File: config.mk
export PLATFORM = sky130hd
export DESIGN_NAME = sleep_wake_ctrl
export DESIGN_NICKNAME = d
export VERILOG_FILES = /design/src/rtl/slp_pkg.sv /design/src/rtl/slp_wake_qual.sv /design/src/rtl/slp_lat_cnt.sv /design/src/rtl/slp_fsm.sv /design/src/rtl/sleep_wake_ctrl.sv
export SDC_FILE = /design/constraint.sdc
export NUM_CORES = 1
export LEC_CHECK = 0
export ABC_AREA = 1
export BUFFER_PORTS_ARGS = -buffer_cell sky130_fd_sc_hd__buf_4
export CORE_MARGIN = 5
export CORE_UTILIZATION = 45
export CTS_CLUSTER_SIZE = 16
export DETAILED_ROUTE_END_ITERATION = 10
export PLACE_DENSITY = 0.72
export SLEW_MARGIN = 15
export SYNTH_ARGS = -nofsm -noshare
export SYNTH_HDL_FRONTEND = slang
export SYNTH_SLANG_ARGS = --single-unit
File: constraint.sdc
create_clock -name clk -period 1.8 [get_ports clk]
set_input_delay 0.54 -clock clk [delete_from_list [all_inputs] [get_ports clk]]
set_output_delay 0.54 -clock clk [all_outputs]
set_load 0.01 [all_outputs]
File: src/rtl/slp_pkg.sv
// Shared types for the sleep/wakeup controller.
// Assumes: the two-bit state encoding is visible at the top ports.
package slp_pkg;
    typedef enum logic [1:0] {
        ST_RUN   = 2'd0,
        ST_IWAIT = 2'd1,
        ST_EWAIT = 2'd2,
        ST_WAKE  = 2'd3
    } slp_state_e;
endpackage

File: src/rtl/slp_wake_qual.sv
// Wake source qualification and the sticky event flag.
// Puts interrupt-class sources into one term and event-class sources into another.
// Assumes: consume is only raised by the sequencer while in run.
module slp_wake_qual
    import slp_pkg::*;
#(
    parameter int N_IPI = 2
) (
    input  logic             clk,
    input  logic             rst_n,
    input  slp_state_e       state,
    input  logic             irq_pend,
    input  logic [N_IPI-1:0] ipi_in,
    input  logic             dbg_halt,
    input  logic             evt_in,
    input  logic             consume,
    output logic             wake_int,
    output logic             wake_evt
);
    logic evt_flag_q;

    // Interrupt-class sources wake either sleep mode.
    assign wake_int = irq_pend | (|ipi_in) | dbg_halt;
    // Event-class sources: the live event or an event remembered earlier.
    assign wake_evt = evt_in | evt_flag_q;

    // Sticky flag: set by an event outside event sleep, cleared when a request uses it up.
    always_ff @(posedge clk) begin
        if (!rst_n)
            evt_flag_q <= 1'b0;
        else if (consume)
            evt_flag_q <= 1'b0;
        else if (evt_in && state != ST_EWAIT)
            evt_flag_q <= 1'b1;
    end

    // the flag is never found set while in event sleep
    assert_flag_clear_in_ewait_R9: assert property (@(posedge clk) disable iff (!rst_n)
        (state == ST_EWAIT) |-> !evt_flag_q);
    // an event outside event sleep without a consume leaves the flag set
    assert_flag_sets_R9: assert property (@(posedge clk) disable iff (!rst_n)
        (evt_in && state != ST_EWAIT && !consume) |=> evt_flag_q);
endmodule

File: src/rtl/slp_lat_cnt.sv
// Wake latency down-counter.
// Loads the latency minus one for the mode being left, then counts down to zero.
// Assumes: both latencies are at least one cycle.
module slp_lat_cnt #(
    parameter int IRQ_LAT = 2,
    parameter int EVT_LAT = 30
) (
    input  logic clk,
    input  logic rst_n,
    input  logic load,
    input  logic sel_evt,
    output logic zero
);
    localparam int MAX_LAT = (EVT_LAT > IRQ_LAT) ? EVT_LAT : IRQ_LAT;
    localparam int CW      = $clog2(MAX_LAT + 1);
    localparam logic [CW-1:0] IRQ_LOAD = CW'(IRQ_LAT - 1);
    localparam logic [CW-1:0] EVT_LOAD = CW'(EVT_LAT - 1);

    logic [CW-1:0] cnt_q;

    // Load on a wake decision, otherwise count down and hold at zero.
    always_ff @(posedge clk) begin
        if (!rst_n)
            cnt_q <= '0;
        else if (load)
            cnt_q <= sel_evt ? EVT_LOAD : IRQ_LOAD;
        else if (cnt_q != '0)
            cnt_q <= cnt_q - 1'b1;
    end

    assign zero = (cnt_q == '0);

    initial begin
        assert_lat_nonzero_R6: assert (IRQ_LAT >= 1 && EVT_LAT >= 1);
    end

    // the counter steps down by one when it is not loaded
    assert_cnt_steps_R6: assert property (@(posedge clk) disable iff (!rst_n)
        (!load && cnt_q != '0) |=> (cnt_q == $past(cnt_q) - 1'b1));
    // a load takes the latency of the chosen mode
    assert_cnt_load_R6: assert property (@(posedge clk) disable iff (!rst_n)
        (load && sel_evt) |=> (cnt_q == EVT_LOAD));
endmodule

File: src/rtl/slp_fsm.sv
// Sleep/wake sequencer: run, two sleep states and a timed waking state.
// Assumes: wake terms come from slp_wake_qual and zero comes from slp_lat_cnt.
module slp_fsm
    import slp_pkg::*;
(
    input  logic       clk,
    input  logic       rst_n,
    input  logic       wfi_req,
    input  logic       wfe_req,
    input  logic       wake_int,
    input  logic       wake_evt,
    input  logic       cnt_zero,
    output slp_state_e state,
    output logic       cnt_load,
    output logic       cnt_sel_evt,
    output logic       consume,
    output logic       done_q
);
    slp_state_e state_q, state_d;
    logic       done_d;

    // Next state and control decode for the current state.
    always_comb begin
        state_d     = state_q;
        cnt_load    = 1'b0;
        cnt_sel_evt = 1'b0;
        consume     = 1'b0;
        done_d      = 1'b0;
        unique case (state_q)
            ST_RUN: begin
                if (wfi_req) begin
                    if (!wake_int) state_d = ST_IWAIT;
                end else if (wfe_req) begin
                    consume = 1'b1;
                    if (!(wake_int || wake_evt)) state_d = ST_EWAIT;
                end
            end
            ST_IWAIT: begin
                if (wake_int) begin
                    state_d  = ST_WAKE;
                    cnt_load = 1'b1;
                end
            end
            ST_EWAIT: begin
                if (wake_int || wake_evt) begin
                    state_d     = ST_WAKE;
                    cnt_load    = 1'b1;
                    cnt_sel_evt = 1'b1;
                end
            end
            ST_WAKE: begin
                if (cnt_zero) begin
                    state_d = ST_RUN;
                    done_d  = 1'b1;
                end
            end
            default: state_d = ST_RUN;
        endcase
    end

    // State and done-pulse registers; reset returns to run at once.
    always_ff @(posedge clk) begin
        if (!rst_n) begin
            state_q <= ST_RUN;
            done_q  <= 1'b0;
        end else begin
            state_q <= state_d;
            done_q  <= done_d;
        end
    end

    assign state = state_q;

    // interrupt sleep holds while no interrupt-class source is present
    assert_iwait_holds_R3: assert property (@(posedge clk) disable iff (!rst_n)
        (state_q == ST_IWAIT && !wake_int) |=> (state_q == ST_IWAIT));
    // waking is not left early whatever the requests do
    assert_wake_holds_R10: assert property (@(posedge clk) disable iff (!rst_n)
        (state_q == ST_WAKE && !cnt_zero) |=> (state_q == ST_WAKE));
    // the done pulse lasts one cycle and lands in run
    assert_done_single_R7: assert property (@(posedge clk) disable iff (!rst_n)
        done_q |=> !done_q);
    assert_done_in_run_R7: assert property (@(posedge clk) disable iff (!rst_n)
        done_q |-> (state_q == ST_RUN && $past(state_q) == ST_WAKE));
    // a sleep state is only ever entered from run
    assert_sleep_from_run_R2: assert property (@(posedge clk) disable iff (!rst_n)
        (state_q != ST_IWAIT) ##1 (state_q == ST_IWAIT) |-> ($past(state_q) == ST_RUN));
endmodule

File: src/rtl/sleep_wake_ctrl.sv
// Top of the dual-mode sleep/wakeup controller.
// Connects the wake qualification, the sequencer and the latency counter,
// and decodes the clock enable and the wake-logic low-power request.
// Assumes: clk is always running; core clock gating itself is done outside.
module sleep_wake_ctrl
    import slp_pkg::*;
#(
    parameter int N_IPI   = 2,
    parameter int IRQ_LAT = 2,
    parameter int EVT_LAT = 30
) (
    input  logic             clk,
    input  logic             rst_n,
    input  logic             wfi_req,
    input  logic             wfe_req,
    input  logic             irq_pend,
    input  logic [N_IPI-1:0] ipi_in,
    input  logic             dbg_halt,
    input  logic             evt_in,
    output logic             core_clk_en,
    output logic             wake_lp_req,
    output logic [1:0]       state_o,
    output logic             wake_done
);
    slp_state_e state;
    logic wake_int, wake_evt, consume;
    logic cnt_load, cnt_sel_evt, cnt_zero;

    slp_wake_qual #(.N_IPI(N_IPI)) u_qual (
        .clk      (clk),
        .rst_n    (rst_n),
        .state    (state),
        .irq_pend (irq_pend),
        .ipi_in   (ipi_in),
        .dbg_halt (dbg_halt),
        .evt_in   (evt_in),
        .consume  (consume),
        .wake_int (wake_int),
        .wake_evt (wake_evt)
    );

    slp_fsm u_fsm (
        .clk         (clk),
        .rst_n       (rst_n),
        .wfi_req     (wfi_req),
        .wfe_req     (wfe_req),
        .wake_int    (wake_int),
        .wake_evt    (wake_evt),
        .cnt_zero    (cnt_zero),
        .state       (state),
        .cnt_load    (cnt_load),
        .cnt_sel_evt (cnt_sel_evt),
        .consume     (consume),
        .done_q      (wake_done)
    );

    slp_lat_cnt #(.IRQ_LAT(IRQ_LAT), .EVT_LAT(EVT_LAT)) u_cnt (
        .clk     (clk),
        .rst_n   (rst_n),
        .load    (cnt_load),
        .sel_evt (cnt_sel_evt),
        .zero    (cnt_zero)
    );

    assign core_clk_en = (state == ST_RUN);
    assign wake_lp_req = (state == ST_EWAIT);
    assign state_o     = state;

    // the low-power request only rises on entry to event sleep from run
    assert_lp_entry_R12: assert property (@(posedge clk) disable iff (!rst_n)
        $rose(wake_lp_req) |-> ($past(state) == ST_RUN));
    // event sleep is left on a live event
    assert_ewait_evt_wakes_R5: assert property (@(posedge clk) disable iff (!rst_n)
        (state == ST_EWAIT && evt_in) |=> (state == ST_WAKE));
endmodule

# == Word-level counts from Yosys, hierarchy flattened ==
# Cells that the tools add are included.
# word_totals
in_bits,9
ff_bits,9
# op_classes
addsub,1
n_eq_ne,10
n_reduce_logical,10
bitwise_logic,4
muxes,19
# op_table
cell,n
5-bit two-way mux,3
2-bit two-way mux,7
"3-bit inequality test, second input constant",3
2-bit case mux with 4 select lines,1
1-bit two-way mux,7
6-bit AND reduction,1
5-bit zero test,1
5-bit nonzero test,1
"5-bit by 1-bit subtractor with 5-bit output, second input constant",1
"2-bit == test, second input constant",2
"2-bit by 1-bit inequality test with 1-bit output, second input constant",2
"2-bit inequality test, second input constant",2
2-bit OR reduction,2
1-bit bitwise OR,3
"2-bit by 1-bit == test with 1-bit output, second input constant",1
2-bit zero test,1
1-bit case mux with 2 select lines,1
2-bit AND reduction,1
2-bit nonzero test,1
1-bit logical AND,1
1-bit logical OR,1
1-bit NOT,1

# == Longest topological paths before layout ==
# Gate-level depths: netlist (run 1).
# logic_depth
ltp_word,8
depth_mapped,10

# == Modules after synthesis ==
# A second synthesis (run 1) with hierarchy kept.
# unflattened
hier_cells,98
hier_area_um2,655.6
# by_module_without_submodules
module,cells_each,seq_area_each_um2,instances,area_each_um2
slp_lat_cnt,38,100.1,1,292.8
slp_fsm,44,60.1,1,281.5
slp_wake_qual,13,20.0,1,67.6
sleep_wake_ctrl,3,0.0,1,13.8

# == Worst setup path after synthesis (run 1) ==
# No wires, ideal clock.
# synth_timing
path_type,reg2reg
start,"register u_fsm.state_q[0], in the netlist u_fsm.state[0]"
end,"register u_fsm.state_q[0], in the netlist u_fsm.state[0]"
slack_ns,0.364
path_stages_with_launch,11
period_less_slack_ns,1.436
setup_time_ns,0.113
required_time_ns,1.687
arrival_ns,1.323
path_buffers,0
path_cell_list,dfxtp_1 -> inv_1 -> ha_1 -> nand2_1 -> nand2_1 -> nand2_1 -> clkinv_1 -> nor2_2 -> nand3_1 -> nand2_1 -> nor2_1
# synth_between
elab_chain_len,3
word_cells_on_any_way,12
cone_classes,9 x eq/ne; 1 x mux; 2 x reduce/logical
# synth_rtl
element,line,text
"start, declared",slp_fsm.sv:19,"slp_state_e state_q, state_d;"
"start signal, assigned",slp_fsm.sv:67,state_q <= state_d;
2-bit zero test (*),--,
net core_clk_en,sleep_wake_ctrl.sv:20,"output logic core_clk_en,"
3-bit inequality test (no source line),--,
6-bit AND reduction (no source line),--,
# Mark *: on every way through the listed nets, which the timed path passes. The rest lies on a longest branch.
# A chain may end at the register's enable or synchronous reset.

# == Worst setup path after layout (run 1) ==
# layout_timing
start,"register u_fsm.state_q[1], in the netlist u_fsm.state[1]"
end,output core_clk_en
# layout_between
elab_chain_len,1
# layout_rtl
element,line,text
2-bit zero test,sleep_wake_ctrl.sv:65,assign core_clk_en = (state == ST_RUN);
"end, declared",sleep_wake_ctrl.sv:20,
# No other way between the ends.

==> results of run 1 <==
==> logic make-up (layout without fill, tap and decap cells) <==
group,after synthesis,after routing,synth area share [%]
AO/OA/AOI/OAI,11,11,11.15
XOR/XNOR,3,3,4.110
adder cells (fa/ha/maj),5,5,9.785
buffers and inverters,16,33,9.589
flip-flops,9,9,28.18
multiplexers,1,1,1.566
AND/OR/NAND/NOR,37,37,35.62
==> state kept, by name, summed over array words and instances (netlist names) <==
signal             flops
u_fsm.state            2
u_cnt.cnt_q            5
u_fsm.done_q           1
u_qual.evt_flag_q      1
==> worst paths after layout <==
check / startpoint / endpoint / slack, ps / cells after the start
setup / recovery: u_fsm.state[1] / core_clk_en / 120 / 3
hold / removal: wfe_req / u_qual.evt_flag_q / 460 / 2
setup reg to reg: u_fsm.state[1] / u_fsm.state[1] / 320 / 10
hold reg to reg: u_fsm.state[0] / u_fsm.state[0] / 520 / 2
==> metal layers <==
| layer | up-vias | global-route usage [%] | wire (µm) |
|---|---|---|---|
| met1 | 256 | 16.33 | 580 |
| met3 | 5 | 4.511 | 42 |
| met4 | 0 | 9.677 | 35 |
| met2 | 10 | 20.58 | 557 |
| li1 | 291 | - | - |
| met5 | - | 0 | 0 |
==> cell type report <==
cell class / count / share of cell area (%)
clock buffer: 4 / 3.355
inverter: 16 / 7.827
multi-input combinational: 57 / 50.80
sequential: 9 / 23.16
tap: 15 / 2.396
timing repair buffer: 13 / 12.46
==> per-stage QoR <==
| stage | total power [mW] | utilization [%] | cell area, µm² |
|---|---|---|---|
| CTS | 1.135 | 59.35 | 782.0 |
| detailed placement | 0.9620 | 57.36 | 755.7 |
| finish | 1.123 | 59.45 | 783.3 |
| global placement | 0.9495 | 57.36 | 755.7 |
| floorplan | 0.8065 | - | 639.4 |
| global route | 1.235 | 59.45 | 783.3 |
==> power by group <==
group | leakage, nW | switching, mW | internal, mW | total, mW
Combinational | 0.285 | 0.367 | 0.280 | 0.647
Sequential | 0.0746 | 0.0496 | 0.264 | 0.313
Clock | 0.0150 | 0.0771 | 0.0856 | 0.163
==> placed cells by master (no fill, tap or decap), drive strengths merged <==
master,n
nand2,15
buf,13
inv,13
nor2,12
dfxtp,9
nand3,8
a21oi,5
ha,5
clkbuf,4
o21ai,4
xor2,3
clkinv,2
clkinvlp,1
nand4,1
o21a,1
a211oi,1
nor3,1
mux2i,1
==> flow_summary_export.csv, run 1 <==
group,metric,value,unit
placement,io_buffers,13,
clock_network,clkSinkCount,9,
global_routing,grt_max_degree,8,
sta,rsz0062_at_grt,"false",
global_routing,grt_use_total,13.73,%
die,dieWidth,47.70,µm
drt,vias,562,
drt,wl_per_cell,10.66,µm
synthesis,postSynthNetCount,96,
layout,num-nets-final,114,
clock_network,numCtsBuffers,3,
hold_path,hp-class,"in -> reg",
layout,seq_area,181.4,µm²
sta,period_minus_slack,1682,ps
synthesis,synth_area,639.4,µm²
synthesis,synth_common_cells,"13 x nand2_1, 10 x inv_1, 9 x dfxtp_1",
clock_network,cts_setup_buffers,0,
synthesis,yosysWarnings,0,
setup_path,path_cells,"inv_1 > ha_1 > buf_4",
sta,fin_ws,117.7,ps
drt,via_per_inst,4.930,
synthesis,synth_top_flop_cell,"dfxtp_1",
layout,drive_gt1_share,34.34,%
sta,hold_viol_final,0,
placement,dp_hpwl,966.8,µm
power_and_ir_drop,power_density,1433,nW/µm²
die,dieArea,2275,µm²
placement,gp_congestion,0.7836,
drt,finalWirelength,1215,µm
drt,dr.pass1.iters,4,
layout,syn2layout_area_growth,22.50,%
die,num_io_pins,14,
die,rows,13,
placement,dp_slack,319.8,ps
clock_network,clk_pin_slew,70,ps
setup_path,cp_max_fo,5,
synthesis,yosysTopAreaCell,"dfxtp_1",
layout,nFillCells,133,
setup_path,crit_type,"reg -> out",
synthesis,synth.distinct_cells,24,
setup_path,startpoint_type,"flop",
global_routing,antenna_found_initial,0,
setup_path,crit_path_end_kind,"output port",
synthesis,syn_inst,82,
synthesis,yosysMostFrequentCell,"nand2_1",
run_status,status,"completed",
synthesis,synth_area_leaders,"dfxtp_1 28%, ha_1 9.8%, nand2_1 7.6%",
placement,placed_cells,110,
setup_path,slowest_delay,400,ps
synthesis,ys_ff_latch,9,
synthesis,ys_seq_area_share,28.18,%
synthesis,synth-edff-count,0,
setup_path,path_delay_family,"flip-flops",
sta,tightest_slew,194.8,ps
layout,final_cells,114,
sta,slew_headroom,86.92,%
sta,fmax,594.4,MHz
layout,n_antenna_cell,0,
sta,whs,462.2,ps
die,initial_core_util,48.53,%
clock_network,worstSkewPairLatency,270,ps
setup_path,crit_path_top_delay_cell,"dfxtp_1",
die,chipHeight,47.70,µm
clock_network,post_cts_resized,0,
die,core_area,1318,µm²
sta,skew,8.270,ps
synthesis,syn_avg_cell_area,7.797,µm²
flow_run,max_cap_viol_count,0,
sta,finalSetupViolations,0,
global_routing,grt_pass1_vias,534,
drt,drc,0,
drt,drt-initial-drc-count,16,
synthesis,async_flop_share,0,%
power_and_ir_drop,irDropWorstVdd,0.0005954,V
global_routing,grt-ovfl-total,0,
clock_network,tritoncts,"yes",
sta,slew_violations,0,
setup_path,crit_required,1260,ps
setup_path,crit_arrival,1140,ps
setup_path,crit_buf_inv,2,
clock_network,root_buffer,"clkbuf_4",
sta,fin_tns_setup,0,ps
drt,ant_nets,0,
clock_network,hold_buffers,0,
layout,multi_input_area,397.9,µm²
synthesis,synth_top_area_share,28.18,%
clock_network,clk_path_buf_depth,2,
sta,fin_crit_sh,93.46,%
clock_network,htree_levels,1,
power_and_ir_drop,p_leak,0.3742,nW
global_routing,grt_first_pass_wirelength,2090,µm
Note: power is estimated with default switching activity, not from simulation.
==> run 2, diff against run 1 <==
--- a/config.mk
+++ b/config.mk
@@ -11,7 +11,7 @@
 export CORE_UTILIZATION = 45
 export CTS_CLUSTER_SIZE = 16
 export DETAILED_ROUTE_END_ITERATION = 10
-export PLACE_DENSITY = 0.72
+export PLACE_DENSITY = 0.75
 export SLEW_MARGIN = 15
 export SYNTH_ARGS = -nofsm -noshare
 export SYNTH_HDL_FRONTEND = slang
==> constraint.sdc (replaced) <==
create_clock -name clk -period 1.45 [get_ports clk]
set_input_delay 0.435 -clock clk [delete_from_list [all_inputs] [get_ports clk]]
set_output_delay 0.435 -clock clk [all_outputs]
set_load 0.01 [all_outputs]
==> run 2 against run 1 <==
  * Setup slack worse by 83 ps
  * Highest routed layer unchanged
  * Via count is 0.18% lower
  * Clock skew is 2.0 ps lower
  * Count of clock-buffer cells in the layout stayed put
  * Cell count is 3.5% higher
  * Critical endpoint is now wake_lp_req
==> flow_summary_export.csv, run 2 (same netlist as run 1, synthesis figures left out) <==
group,metric,value,unit
run_status,status,"completed",
drt,top_layer,"met4",
layout,syn2layout_area_growth,36.20,%
global_routing,antenna_found_initial,0,
sta,fmax,706.5,MHz
layout,final_common_cell,"buf_4",
die,dieWidth,47.70,µm
global_routing,grt_pass1_vias,557,
layout,largest_register,"u_cnt.cnt_q",
drt,wl_per_cell,11.47,µm
hold_path,hp-class,"in -> reg",
die,initial_core_util,48.53,%
drt,drt-initial-drc-count,10,
power_and_ir_drop,power_density,1823,nW/µm²
sta,finalSetupViolations,0,
drt,drc,0,
global_routing,grt_max_degree,8,
hold_path,hold_depth,2,
setup_path,crit_path_end_kind,"output port",
sta,slew_violations,0,
clock_network,tritoncts,"yes",
setup_path,r2r_slack,90,ps
global_routing,grt_first_pass_wirelength,2283,µm
die,num_io_pins,14,
clock_network,clk_pin_slew,60,ps
flow_run,max_cap_viol_count,0,
setup_path,crit_arrival,980,ps
drt,wl_met2,647,µm
drt,via_per_inst,4.754,
setup_path,r2r_end,"u_fsm.state[0]",
setup_path,cp_max_fo,4,
layout,nFillCells,107,
clock_network,clk_path_buf_depth,2,
sta,period_minus_slack,1415,ps
drt,vias,561,
layout,n_antenna_cell,0,
setup_path,crit_required,1020,ps
layout,finish.utilization,66.10,%
setup_path,startpoint_type,"flop",
global_routing,grt_use_total,14.82,%
placement,dp_hpwl,1006,µm
sta,slew_headroom,86.38,%
power_and_ir_drop,p_leak,0.3999,nW
die,chipHeight,47.70,µm
layout,final_cells,118,
die,dieArea,2275,µm²
setup_path,crit_type,"reg -> out",
clock_network,worstSkewPairLatency,270,ps
hold_path,min_to,"u_qual.evt_flag_q",
power_and_ir_drop,irDropWorstVdd,0.0009093,V
layout,seq_area,185.2,µm²
setup_path,reg2reg_from,"u_fsm.state[1]",
sta,rsz0062_at_grt,"true",
sta,fin_crit_sh,97.61,%
die,rows,13,
clock_network,htree_levels,1,
layout,multi_input_area,437.9,µm²
drt,finalWirelength,1354,µm
hold_path,timing.hold.worst.start,"wfe_req",
clock_network,clkSinkCount,9,
sta,tightest_slew,202.1,ps
placement,gp_congestion,0.7995,
clock_network,root_buffer,"clkbuf_4",
setup_path,r2r_cells,9,
die,core_area,1318,µm²
placement,dp_slack,45.49,ps
layout,num-nets-final,118,
drt,dr.pass1.iters,2,
drt,ant_nets,0,
clock_network,numCtsBuffers,3,
placement,placed_cells,112,
drt,drt-met1-wl,612,µm
sta,hold_viol_final,0,
layout,final_cell_mix,"14 x buf_4, 13 x nand2_1, 8 x inv_1",
layout,drive_gt1_share,43.69,%
sta,skew,6.257,ps
sta,fin_ws,34.67,ps
layout,largest_reg_flops,5,
placement,io_buffers,13,
global_routing,grt-ovfl-total,0,
drt,dr_wl_met3,79,µm
run 2: cell count changes in the layout (fill, tap and decap cells not counted):
cell | before | now
buf_4 | 13 | 14
ha_2 | 0 | 1
buf_6 | 0 | 3
ha_4 | 0 | 3
inv_1 | 10 | 8
inv_4 | 0 | 1
inv_2 | 3 | 4
ha_1 | 5 | 1
dfxtp_4 | 0 | 1
dfxtp_1 | 8 | 7
run 2: layer usage:
layer / up-vias / GRT usage [%]
li1: 300 / -
met1: 246 / 17.30
met2: 13 / 22.69
met3: 2 / 7.143
met4: 0 / 6.989
met5: - / 0
run 2: cell type report:
cell class	instances	share of cell area, %
Sequential cell	9	21.26
Multi-Input combinational cell	57	50.29
Clock buffer	4	3.017
Timing Repair Buffer	17	15.95
Tap cell	15	2.155
Inverter	16	7.328
run 2: worst max-delay path: stages (launching register included):
cell	delay (ps)
dfxtp_2	330
buf_6	120
ha_4	160
buf_6	110
run 2: report_power, final:
part / switching [mW] / internal, mW
Sequential: 0.0574 / 0.333
Clock: 0.0874 / 0.106
Combinational: 0.528 / 0.476
Total: 0.672 / 0.915
run 2: repair_timing:
item	4_1_cts	5_1_grt
resized for setup	8	8
endpoints found under the setup margin	2	4
hold buffers	0	0
buffers inserted	1	1
pin swaps	1	5
run 2: metrics by stage:
step / instance area (µm²) / hold WS, ps / setup TNS, ps / power, mW
after floorplan: 639.4 / 527.0 / 0 / 1.001
after global placement: 770.7 / 551.6 / 0 / 1.202
after detailed placement: 770.7 / 553.1 / 0 / 1.227
after CTS: 835.8 / 360.2 / 0 / 1.502
after global routing: 870.8 / 363.5 / -6.877 / 1.729
final: 870.8 / 362.1 / 0 / 1.587
run 2: worst max-delay path by stage:
stage	from	to	slack [ps]
final	u_fsm.state[1]	wake_lp_req	30
after global routing	u_fsm.state[1]	u_fsm.state[0]	-7
after CTS	u_fsm.state[1]	wake_lp_req	20
after detailed placement	irq_pend	u_fsm.state[1]	50
after global placement	u_fsm.state[0]	u_fsm.state[1]	70
after floorplan	u_fsm.state[0]	u_fsm.state[0]	10
